<file path="config.mk">
export PLATFORM = sky130hd
export DESIGN_NAME = tapfreq_conv
export DESIGN_NICKNAME = d
export VERILOG_FILES = /design/src/rtl/tapfreq_pkg.sv /design/src/rtl/tap_sync.sv /design/src/rtl/tap_edge_slice.sv /design/src/rtl/tap_adder.sv /design/src/rtl/prime_ctrl.sv /design/src/rtl/tapfreq_conv.sv
export SDC_FILE = /design/constraint.sdc
export NUM_CORES = 1
export LEC_CHECK = 0
export ABC_AREA = 0
export BUFFER_PORTS_ARGS = -buffer_cell sky130_fd_sc_hd__buf_2
export CAP_MARGIN = 20
export CORE_MARGIN = 2
export CORE_UTILIZATION = 50
export CTS_CLUSTER_SIZE = 40
export DETAILED_ROUTE_END_ITERATION = 6
export PLACE_DENSITY = 0.7
export SLEW_MARGIN = 0
export SYNTH_ARGS = -nofsm -noshare
export SYNTH_HDL_FRONTEND = slang
export SYNTH_SLANG_ARGS = --single-unit
</file>
<file path="constraint.sdc">
create_clock -name clk -period 7.65 [get_ports clk]
set_input_delay 1.53 -clock clk [delete_from_list [all_inputs] [get_ports clk]]
set_output_delay 1.53 -clock clk [all_outputs]
set_load 0.05 [all_outputs]
</file>
<file path="src/rtl/tapfreq_pkg.sv">
`timescale 1ns/1ps
// Shared helpers for the tap frequency converter.
// Assumes: nothing beyond standard elaboration-time arithmetic.
package tapfreq_pkg;

    // Width needed to hold a count from 0 up to taps inclusive.
    function automatic int sum_width(input int taps);
        return (taps < 1) ? 1 : $clog2(taps + 1);
    endfunction

    // Phase of the priming controller.
    typedef enum logic {
        PH_FILL = 1'b0,
        PH_RUN  = 1'b1
    } phase_e;

endpackage

</file>
<file path="src/rtl/tap_sync.sv">
`timescale 1ns/1ps
// Resynchronizer chain for one asynchronous tap.
// STAGES = 0 gives a direct pass-through. Otherwise STAGES flops in series
// limit metastability. Assumes the tap changes at most once per clock.
module tap_sync #(
    parameter int STAGES = 2
) (
    input  logic clk,
    input  logic rst_n,
    input  logic d,
    output logic q
);

    generate
        if (STAGES == 0) begin : g_bypass
            // Purpose: pass the tap straight through when no resync is wanted.
            assign q = d;
        end else begin : g_chain
            logic [STAGES-1:0] sr;

            // Purpose: shift the tap level through the resync flops.
            always_ff @(posedge clk) begin
                if (!rst_n) begin
                    sr <= '0;
                end else begin
                    sr[0] <= d;
                    for (int i = 1; i < STAGES; i++) begin
                        sr[i] <= sr[i-1];
                    end
                end
            end

            assign q = sr[STAGES-1];
        end
    endgenerate

endmodule

</file>
<file path="src/rtl/tap_edge_slice.sv">
`timescale 1ns/1ps
// One first-order quantizer slice: two sample registers in series and an
// XOR that marks a level change between consecutive samples.
// Assumes the input is already synchronous to clk.
module tap_edge_slice (
    input  logic clk,
    input  logic rst_n,
    input  logic tap_s,
    output logic toggled
);

    logic smp_now;
    logic smp_old;

    // Purpose: hold the current and the previous sample of the tap.
    always_ff @(posedge clk) begin
        if (!rst_n) begin
            smp_now <= 1'b0;
            smp_old <= 1'b0;
        end else begin
            smp_now <= tap_s;
            smp_old <= smp_now;
        end
    end

    // Purpose: flag a level change between the two samples.
    always_comb begin
        toggled = smp_now ^ smp_old;
    end

endmodule

</file>
<file path="src/rtl/tap_adder.sv">
`timescale 1ns/1ps
// Combinational population count of the per-slice toggle flags.
// Assumes W is wide enough to hold N (the top derives it that way).
module tap_adder #(
    parameter int N = 8,
    parameter int W = 4
) (
    input  logic [N-1:0] flags,
    output logic [W-1:0] total
);

    // Purpose: add every toggle flag into one unsigned count.
    always_comb begin
        total = '0;
        for (int i = 0; i < N; i++) begin
            total = total + W'(flags[i]);
        end
    end

endmodule

</file>
<file path="src/rtl/prime_ctrl.sv">
`timescale 1ns/1ps
// Tracks pipeline fill after reset. primed goes high once FILL edges
// have passed with reset released, and stays high until the next reset.
// Assumes FILL >= 1.
module prime_ctrl
    import tapfreq_pkg::*;
#(
    parameter int FILL = 4
) (
    input  logic clk,
    input  logic rst_n,
    output logic primed
);

    localparam int CW = $clog2(FILL + 1);

    phase_e        phase;
    logic [CW-1:0] fill_cnt;

    // Purpose: count fill edges and move to run phase when full.
    always_ff @(posedge clk) begin
        if (!rst_n) begin
            phase    <= PH_FILL;
            fill_cnt <= '0;
        end else if (phase == PH_FILL) begin
            fill_cnt <= fill_cnt + CW'(1);
            if (fill_cnt == CW'(FILL - 1)) begin
                phase <= PH_RUN;
            end
        end
    end

    // Purpose: expose the run phase as the primed flag.
    always_comb begin
        primed = (phase == PH_RUN);
    end

endmodule

</file>
<file path="src/rtl/tapfreq_conv.sv">
`timescale 1ns/1ps
// Parallel frequency-to-code converter. One resync chain plus one edge
// slice per oscillator tap. The toggle flags are summed each clock into a
// registered code word. The code is forced to 0, with valid low, until
// every stage holds samples taken after reset.
// Assumes the taps change at most once per sampling period.
module tapfreq_conv
    import tapfreq_pkg::*;
#(
    parameter int NUM_TAPS    = 8,
    parameter int SYNC_STAGES = 2,
    parameter int CODE_W      = sum_width(NUM_TAPS)
) (
    input  logic                clk,
    input  logic                rst_n,
    input  logic [NUM_TAPS-1:0] taps_i,
    output logic [CODE_W-1:0]   code_o,
    output logic                valid_o
);

    // Edges until a flag built only from post-reset samples exists.
    localparam int FILL = SYNC_STAGES + 2;

    logic [NUM_TAPS-1:0] tap_s;
    logic [NUM_TAPS-1:0] flags;
    logic [CODE_W-1:0]   sum;
    logic                primed;

    generate
        for (genvar t = 0; t < NUM_TAPS; t++) begin : g_tap
            tap_sync #(
                .STAGES (SYNC_STAGES)
            ) u_sync (
                .clk   (clk),
                .rst_n (rst_n),
                .d     (taps_i[t]),
                .q     (tap_s[t])
            );

            tap_edge_slice u_slice (
                .clk     (clk),
                .rst_n   (rst_n),
                .tap_s   (tap_s[t]),
                .toggled (flags[t])
            );
        end
    endgenerate

    tap_adder #(
        .N (NUM_TAPS),
        .W (CODE_W)
    ) u_adder (
        .flags (flags),
        .total (sum)
    );

    prime_ctrl #(
        .FILL (FILL)
    ) u_prime (
        .clk    (clk),
        .rst_n  (rst_n),
        .primed (primed)
    );

    // Purpose: register the code word, gated to zero while priming.
    always_ff @(posedge clk) begin
        if (!rst_n) begin
            code_o  <= '0;
            valid_o <= 1'b0;
        end else begin
            code_o  <= primed ? sum : '0;
            valid_o <= primed;
        end
    end

endmodule

</file>
## After elaboration in Yosys (flattened, before gate mapping)

Cells that the tools add are included.

- $add $sub $neg: 8
- $mul: 0
- Divide/modulo/power cells: 0
- Order comparisons: 0
- Equal/unequal tests: 1
- Shift-type cells: 0
- Multiplexer cells: 2
- Bitwise gates (word level): 8
- Reductions and logical operators: 1

Operators by type and width:

| operator | count |
|---|---|
| $add A4 B1 Y4 | 6 |
| $xor A1 B1 Y1 | 8 |
| $add A3 B1 Y3 const B | 1 |
| $eq A3 B2 Y1 const B | 1 |
| $add A1 B1 Y2 | 1 |
| $mux W1 | 2 |
| $reduce_and A2 Y1 | 1 |

- Bits in registers: 41
- Bits in latches: 0
- Bits in writable memories: 0
- ROM bits: 0
- Input bits: 10
- Output and inout port bits: 5
- Logic and storage cells: 48
- Memories: 0

## Logic depth before layout (Yosys ltp)

Gate-level depths: netlist of the first run.

- Depth in word-level cells: 8
- Mapped depth: 9
- Gate-level depth less buffers: 9

## Modules after synthesis

Synthesis of the first run repeated with hierarchy kept, for this count alone.

- Cells, all modules: 121
- Area total of the unflattened synthesis: 1,412.6 um^2

Modules (own cells, without submodules):

| module | times used | cells each | area an instance (um^2) | sequential area each (um^2) |
|---|---|---|---|---|
| tap_edge_slice | 8 | 5 | 62.6 | 40.0 |
| tap_sync | 8 | 4 | 52.6 | 40.0 |
| tap_adder | 1 | 24 | 190.2 | 0.0 |
| prime_ctrl | 1 | 15 | 168.9 | 80.1 |
| tapfreq_conv | 1 | 10 | 132.6 | 100.1 |

## Least setup slack after synthesis of the first run

Ideal clock, no wire load.

- Path kind: register -> register
- Start point: register g_tap[0].u_slice.smp_now
- End point: register code_o[1]
- Library setup time: 65 ps
- Arrival: 2,762 ps
- Data required time: 7,585 ps
- Slack: 4,823 ps
- Stages on the path, launching flop included: 9
- Buffers on the path: 0
- Clock period less this slack: 2,827 ps
- Path through: dfxtp_1 -> xor2_1 -> ha_1 -> fa_1 -> fa_1 -> fa_1 -> inv_1 -> fa_1 -> nor2_1

- Longest elaborated chain between the ends: 8

RTL lines:

| element | line | source |
|---|---|---|
| from (decl) | tap_edge_slice.sv:12 | `logic smp_now;` |
| from (signal assigned) | tap_edge_slice.sv:21 | `smp_now <= tap_s;` |
| $xor A1 B1 Y1 | tap_edge_slice.sv:28 | `toggled = smp_now ^ smp_old;` |
| $add A1 B1 Y2 | tap_adder.sv:16 | `total = total + W'(flags[i]);` |
| $add A4 B1 Y4 (6 in a row) | tap_adder.sv:16 |  |
| to (signal assigned) | tapfreq_conv.sv:71 | `code_o <= primed ? sum : '0;` |
| to (decl) | tapfreq_conv.sv:17 | `output logic [CODE_W-1:0] code_o,` |

No other way between the ends.
A chain may end at the register's enable or synchronous reset.

## Final worst setup path of the first run

Ends and elaborated chain as after synthesis.

==> results of run 1 <==
## final timing paths
check             slack (ps)  cells after the start                                       end                                     start
setup / recovery        4740                      8                      code_o[1]$_SDFF_PN0_       g_tap[0].u_slice.smp_now$_SDFF_PN0_
hold / removal           430                      1  g_tap[5].u_sync.g_chain.sr[1]$_SDFF_PN0_  g_tap[5].u_sync.g_chain.sr[0]$_SDFF_PN0_
setup reg to reg        4740                      8                      code_o[1]$_SDFF_PN0_       g_tap[0].u_slice.smp_now$_SDFF_PN0_
hold reg to reg          430                      1  g_tap[5].u_sync.g_chain.sr[1]$_SDFF_PN0_  g_tap[5].u_sync.g_chain.sr[0]$_SDFF_PN0_
## metal layers
layer  wire (um)  vias to the layer above  track usage [%]
met5           0                        -                0
met4          24                        0            7.143
met3         114                        2            6.912
met2         669                       19            17.61
met1         651                      330            10.50
li1            -                      385                -
## state kept, by name, indices dropped and copies added, names as in the netlist
name and cells:
code_o 4, g_tap.u_slice.smp_now 8, g_tap.u_slice.smp_old 8, g_tap.u_sync.g_chain.sr 16, u_prime.fill_cnt 3, u_prime.primed 1
valid_o 1
## power by group through the flow
stage          registers, mW  logic [mW]  clock network [mW]
5_1_grt                0.229      0.0329               0.111
6_report               0.228      0.0275              0.0974
3_5_place_dp           0.233      0.0282                   0
2_1_floorplan          0.233      0.0229                   0
3_3_place_gp           0.233      0.0272                   0
4_1_cts                0.228      0.0284               0.103
## Yosys cell counts (2+ instances only)
cell type / number / area share (%)
dfxtp_1: 41 / 59
nor2_1: 2 / 0.54
buf_2: 3 / 1.1
ha_1: 5 / 4.5
fa_1: 4 / 5.8
xor2_1: 9 / 5.7
and2_1: 33 / 15
nand2_1: 2 / 0.54
inv_1: 5 / 1.4
## critical path, delay by kind of cell (launching register included)
| kind | cells | cell delay [ps] |
|---|---|---|
| buffers and inverters | 1 | 80 |
| xor gates and xnor gates | 1 | 160 |
| adders and majority gates | 5 | 2200 |
| and+or+nand+nor | 1 | 100 |
| DFF | 1 | 330 |
## area by class of cell
type,count,area [sq um]
Clock inverter,2,10.01
Fill cell,238,1169
Clock buffer,6,41.29
Timing Repair Buffer,14,70.07
Sequential cell,41,820.8
Multi-Input combinational cell,64,518.0
Tap cell,31,38.79
Inverter,5,18.77
## cells by family (layout without fill, tap and decap cells)
logic type	count (synthesis)	in the layout	synth area share [%]
fa+ha+maj	9	9	10.28
flops	41	41	59.15
mux	1	1	0.7214
compound gates	3	3	1.713
buf+inv	10	27	3.516
simple gates	41	41	18.31
xor+xnor	10	10	6.312
## through the flow
stage / worst slack, ps / hold WS, ps / cells
final: 4735 / 432.4 / 163
after CTS: 4704 / 436.9 / 163
after detailed placement: 4722 / 418.7 / 155
after global placement: 4790 / 413.7 / 155
after floorplan: 4823 / 411.9 / 115
after global routing: 4630 / 455.8 / 163
==> run metrics, run 1 <==
status=finished, final reports clean; switch share=approximately 23%; clk slew on worst S/H paths=roughly 120 ps; DRT iter0 DRCs=6; Leak=about 0.7 nW; critical path class=reg -> reg; CTS Sinks=41; Startpoint Class=register; Num CTS Buffers=5; drc violations=0; critical path arrival=3190 ps; CTS tree=done; fraction of layout cells with a size suffix above 1=around 18%; CP Max Fanout=2; Slew @ Worst Pin=421.5 ps; mean post-synth cell area=roughly 12 sq um; Max Fclk=about 340 MHz; H-tree depth=2; syn_nets=134; row cnt=19; yosys warns=0; Power Total=between 0.3 and 0.4 mW; I/O pin total=15; Setup Buffers After CTS=0; Hold Path Class=reg -> reg; DIE AREA=3213 sq um; Finished Core Util=a little under three fifths; slowest CP cell=fa_1; grt total ovfl=0; async set-reset flop share out of synthesis=0%; ys flop type=dfxtp_1; Max Slew Vio Count=0; average wire per standard cell=approximately 9.0 um; Min Clock Period, post-route=roughly 2900 ps; vias in the first global route=approximately 660; Max-slew headroom=approximately 70%; Worst Setup End Kind=register; Resized cells post-CTS=0; Final period util=between 30% and 40%; clock skew=around 12 ps; synthesis-stage register bit count=between 40 and 50; final setup TNS=0 ps; hold buffers post-CTS=0; clock buffer depth=2; Pwr Density=between 200 and 250 nW/um^2; hpwl dp=997.3 um; chip height=56.68 um; Post-Syn Instances=roughly 120; CTS root buf=clkbuf_4; Max-Cap Viols=0; cell area after layout=1518 sq um; largest net degree at the start of global routing=39; placed standard-cell area=1466 sq um; net switching power=between 0.08 and 0.09 mW; via count=736; EDFF count, synth=0; Logic pwr share=about 7.8%; most common cell after layout, fill and taps aside=dfxtp_1; Total Wirelength=approximately 1500 um; sequential-to-total area share from yosys stat=a little under 60%; Mapped Area=around 1400 sq um; final-stage net count=150; Int Pwr=~0.27 mW; part of the power in the clock network=27.6%; First-pass DRT Iterations=3; first-pass GRT wire length=~2500 um; gr usage total=between 10 and 15%; initial antenna violation count=0; Worst path most repeated cell=fa_1; CP peak stage delay=roughly 520 ps; worst path cell trace=xor2_1 -> ha_1 -> fa_1 -> fa_1 -> fa_1 -> inv_1 -> fa_1 -> nor2_1; post-route ant nets=0; WP data required=~7900 ps; DR vias/cell=about 4.5; Placer Congestion=just under 0.7; Core Region=between 2000 and 3000 sq um; Die X=roughly 57 um; power share of the sequential group=64.6%; Final setup viols=0; worst-skew pair later-pin latency=340 ps; number of port buffers=14; most frequent cells in the layout=dfxtp_1 (41), and2_1 (33), buf_2 (14), xor2_1 (9); final-report hold violation count=0; Initial Util=51.65%; number of diodes=0; peak supply drop=between 200 and 250 uV; Cell variety after synth=20; area grow syn2layout=9.378%; RSZ-0062 raised after global routing=false
(Power assumes the default switching activity.)
==> run 2, diff against run 1 <==
--- a/config.mk
+++ b/config.mk
@@ -5,14 +5,14 @@
 export SDC_FILE = /design/constraint.sdc
 export NUM_CORES = 1
 export LEC_CHECK = 0
-export ABC_AREA = 0
+export ABC_AREA = 1
 export BUFFER_PORTS_ARGS = -buffer_cell sky130_fd_sc_hd__buf_2
 export CAP_MARGIN = 20
 export CORE_MARGIN = 2
 export CORE_UTILIZATION = 50
 export CTS_CLUSTER_SIZE = 40
 export DETAILED_ROUTE_END_ITERATION = 6
-export PLACE_DENSITY = 0.7
+export PLACE_DENSITY = 0.69
 export SLEW_MARGIN = 0
 export SYNTH_ARGS = -nofsm -noshare
 export SYNTH_HDL_FRONTEND = slang
==> constraint.sdc (replaced) <==
create_clock -name clk -period 2.7 [get_ports clk]
set_input_delay 0.54 -clock clk [delete_from_list [all_inputs] [get_ports clk]]
set_output_delay 0.54 -clock clk [all_outputs]
set_load 0.05 [all_outputs]
==> run metrics, run 2 <==
Post-Syn Instances=158 (was 115); top post-synthesis cells by area=dfxtp_1 (56%), inv_1 (10%), nand2_1 (9.2%), fa_1 (5.5%), xor2_1 (4.8%) (was dfxtp_1 (59%), and2_1 (15%), fa_1 (5.8%), xor2_1 (5.7%), ha_1 (4.5%)); grt total ovfl=0 (unchanged); Met3 Wirelength=98 um (was 114 um); CTS root buf=clkbuf_4 (unchanged); DR vias/cell=4.246 (was 4.515); vias in the first global route=882 (was 661); H-tree depth=2 (unchanged); First-pass DRT Iterations=4 (was 3); failing checks=setup timing; Top reg by flops=g_tap.u_sync.g_chain.sr (unchanged); clk slew on worst S/H paths=110 ps (was 120 ps); Finished Core Util=57.89% (was 56.50%); area share of the largest cell type after synthesis=55.97% (was 59.15%); WP data required=2980 ps (was 7930 ps); status=complete, but fails checks (was finished, final reports clean); fraction of layout cells with a size suffix above 1=18.18% (unchanged); Final period util=102.0% (was 38.10%); hpwl dp=1266 um (was 997.3 um); Max-Cap Viols=0 (unchanged); Hold Path Class=in -> reg (was reg -> reg); ys flop type=dfxtp_1 (unchanged); largest net degree at the start of global routing=39 (unchanged); Max Slew Vio Count=0 (unchanged); Max-slew headroom=57.14% (was 71.90%); minimum hold slack=374.5 ps (was 432.4 ps); CP delay by family, top=adder cells (unchanged); hold buffers post-CTS=0 (unchanged); Buf/Inv on CP=1 (unchanged); CP Max Fanout=2 (unchanged); Final setup viols=1 (was 0); Largest regs=g_tap.u_sync.g_chain.sr: 16 flops, g_tap.u_slice.smp_now: 8 flops, g_tap.u_slice.smp_old: 8 flops (unchanged); met2 WL post-DR=854 um (was 669 um); top sig layer=met4 (unchanged); CTS Sinks=41 (unchanged); post-route ant nets=0 (unchanged); syn_nets=177 (was 134); CTS tree=done (unchanged); Mapped Area=1466 sq um (was 1388 sq um); max FFs per register=16 (unchanged); Setup Buffers After CTS=0 (unchanged); Leak=1.003 nW (was 0.7132 nW); CP peak stage delay=510 ps (was 520 ps); synthesis-stage register bit count=41 (unchanged); number of port buffers=14 (unchanged); EDFF count, synth=0 (unchanged); Cell variety after synth=14 (was 20); critical path arrival=3030 ps (was 3190 ps); final-stage net count=194 (was 150); gr usage total=13.17% (was 11.06%); Num CTS Buffers=5 (unchanged); critical path class=reg -> reg (unchanged); most frequent cell after synthesis=dfxtp_1 (unchanged); slowest CP cell=fa_1 (unchanged); DIE AREA=3382 sq um (was 3213 sq um); async set-reset flop share out of synthesis=0% (unchanged); worst-skew pair later-pin latency=340 ps (about the same); Initial Util=52.72% (was 51.65%); Power Total=1.138 mW (was 0.3530 mW); RSZ-0062 raised after global routing=true (was false); Yosys top cell by area=dfxtp_1 (unchanged); setup ws final=-55.17 ps (was 4735 ps); Synth top cells by count=dfxtp_1 (41), inv_1 (40), nand2_1 (36) (was dfxtp_1 (41), and2_1 (33), xor2_1 (9)); Max Fclk=363.0 MHz (was 343.1 MHz); mean post-synth cell area=9.281 sq um (was 12.07 sq um); initial antenna violation count=0 (unchanged); average wire per standard cell=8.271 um (was 8.957 um); peak supply drop=588.3 uV (was 216.5 uV); Min Clock Period, post-route=2755 ps (was 2915 ps); first-pass GRT wire length=3208 um (was 2539 um); Worst Setup End Kind=register (unchanged); Slew @ Worst Pin=642.9 ps (was 421.5 ps); most common cell after layout, fill and taps aside=dfxtp_1 (unchanged); DRT iter0 DRCs=11 (was 6); Pwr Density=706.6 nW/um^2 (was 232.6 nW/um^2); final-report hold violation count=0 (unchanged); via count=879 (was 736); area grow syn2layout=9.812% (was 9.378%); worst path cell trace=xor2_1 -> ha_1 -> fa_1 -> fa_1 -> fa_2 -> inv_2 -> fa_2 -> nor2_1 (was xor2_1 -> ha_1 -> fa_1 -> fa_1 -> fa_1 -> inv_1 -> fa_1 -> nor2_1); Placer Congestion=0.6980 (was 0.6781); I/O pin total=15 (unchanged); clock skew=8.041 ps (was 11.80 ps); drc violations=0 (unchanged); chip height=58.16 um (was 56.68 um); row cnt=19 (unchanged); Total Wirelength=1712 um (was 1460 um); yosys warns=0 (unchanged); Core Region=2781 sq um (was 2686 sq um); Met1 Wirelength=697 um (was 651 um); Startpoint Class=register (unchanged); Die X=58.16 um (was 56.68 um); clock buffer depth=2 (unchanged); sequential-to-total area share from yosys stat=55.97% (was 59.15%); number of diodes=0 (unchanged); most frequent cells in the layout=dfxtp_1 (40), inv_1 (38), nand2_1 (36), buf_2 (14), nor2_1 (11) (was dfxtp_1 (41), and2_1 (33), buf_2 (14), xor2_1 (9))
==> run 2: cell count changes in the layout (fill, tap and decap cells not counted), sizes merged, moves of 2 or more <==
cell / change
nand2: +39
and2: -33
inv: +36
clkinv: -2
nor2: +9
==> run 2: path summary, 6_finish.rpt <==
kind         slack [ps]                                     start                                        to  cells after the start
min reg2reg         420  g_tap[3].u_sync.g_chain.sr[1]$_SDFF_PN0_       g_tap[3].u_slice.smp_now$_SDFF_PN0_                      2
max                 -60       g_tap[1].u_slice.smp_now$_SDFF_PN0_                      code_o[1]$_SDFF_PN0_                      8
min                 370                                 taps_i[6]  g_tap[6].u_sync.g_chain.sr[0]$_SDFF_PN0_                      3
max reg2reg         -60       g_tap[1].u_slice.smp_now$_SDFF_PN0_                      code_o[1]$_SDFF_PN0_                      8
==> run 2: layout make-up <==
| type | count | area [sq um] |
|---|---|---|
| clock buffers | 7 | 55.05 |
| clock inverters | 1 | 30.03 |
| fillers | 249 | 1171 |
| inverters | 41 | 153.9 |
| multi-input cells | 72 | 440.4 |
| flip-flops and latches | 41 | 822.0 |
| well taps | 31 | 38.79 |
| repair buffers | 14 | 70.07 |
==> run 2: timing repair <==
item                       4_1_cts  5_1_grt
resized for setup                2        2
setup endpoints to repair        2        2
pin swaps                        1        0
==> run 2: logic make-up after synthesis <==
| group | count (synthesis) | share of synthesized area (%) |
|---|---|---|
| DFF | 41 | 55.97 |
| AOI/OAI and AO/OA | 2 | 0.6819 |
| and+or+nand+nor | 53 | 14.50 |
| xor gates and xnor gates | 8 | 4.778 |
| buffers and inverters | 45 | 14.33 |
| adders and majority gates | 9 | 9.727 |
==> run 2: layer usage <==
layer / GRT usage [%] / vias up
li1: - / 474
met1: 11.05 / 376
met2: 24.68 / 21
met3: 4.688 / 8
met4: 9.967 / 0
met5: 0 / -
==> run 2: power breakdown <==
group          internal (mW)  total, mW  switching, mW  leakage, nW
logic                 0.0357     0.0883         0.0526        0.622
clock network          0.221      0.401          0.180       0.0455
registers              0.635      0.649         0.0142        0.336
==> run 2: worst register-to-register path: stages (launching register included) <==
cell and delay (ps):
dfxtp_2 350, xor2_1 160, ha_1 300, fa_1 510
fa_1 430, fa_2 360, inv_2 60, fa_2 420
nor2_1 110
==> run 2: stage by stage <==
stage / std cells / setup TNS (ps) / area, sq um / setup WS [ps]
floorplan: 158 / 0 / 1469 / 13.38
global placement: 199 / -19.44 / 1521 / -19.44
detailed placement: 199 / -179.1 / 1521 / -122.0
CTS: 207 / -117.3 / 1608 / -87.32
global route: 207 / -284.5 / 1610 / -166.0
finish: 207 / -55.17 / 1610 / -55.17
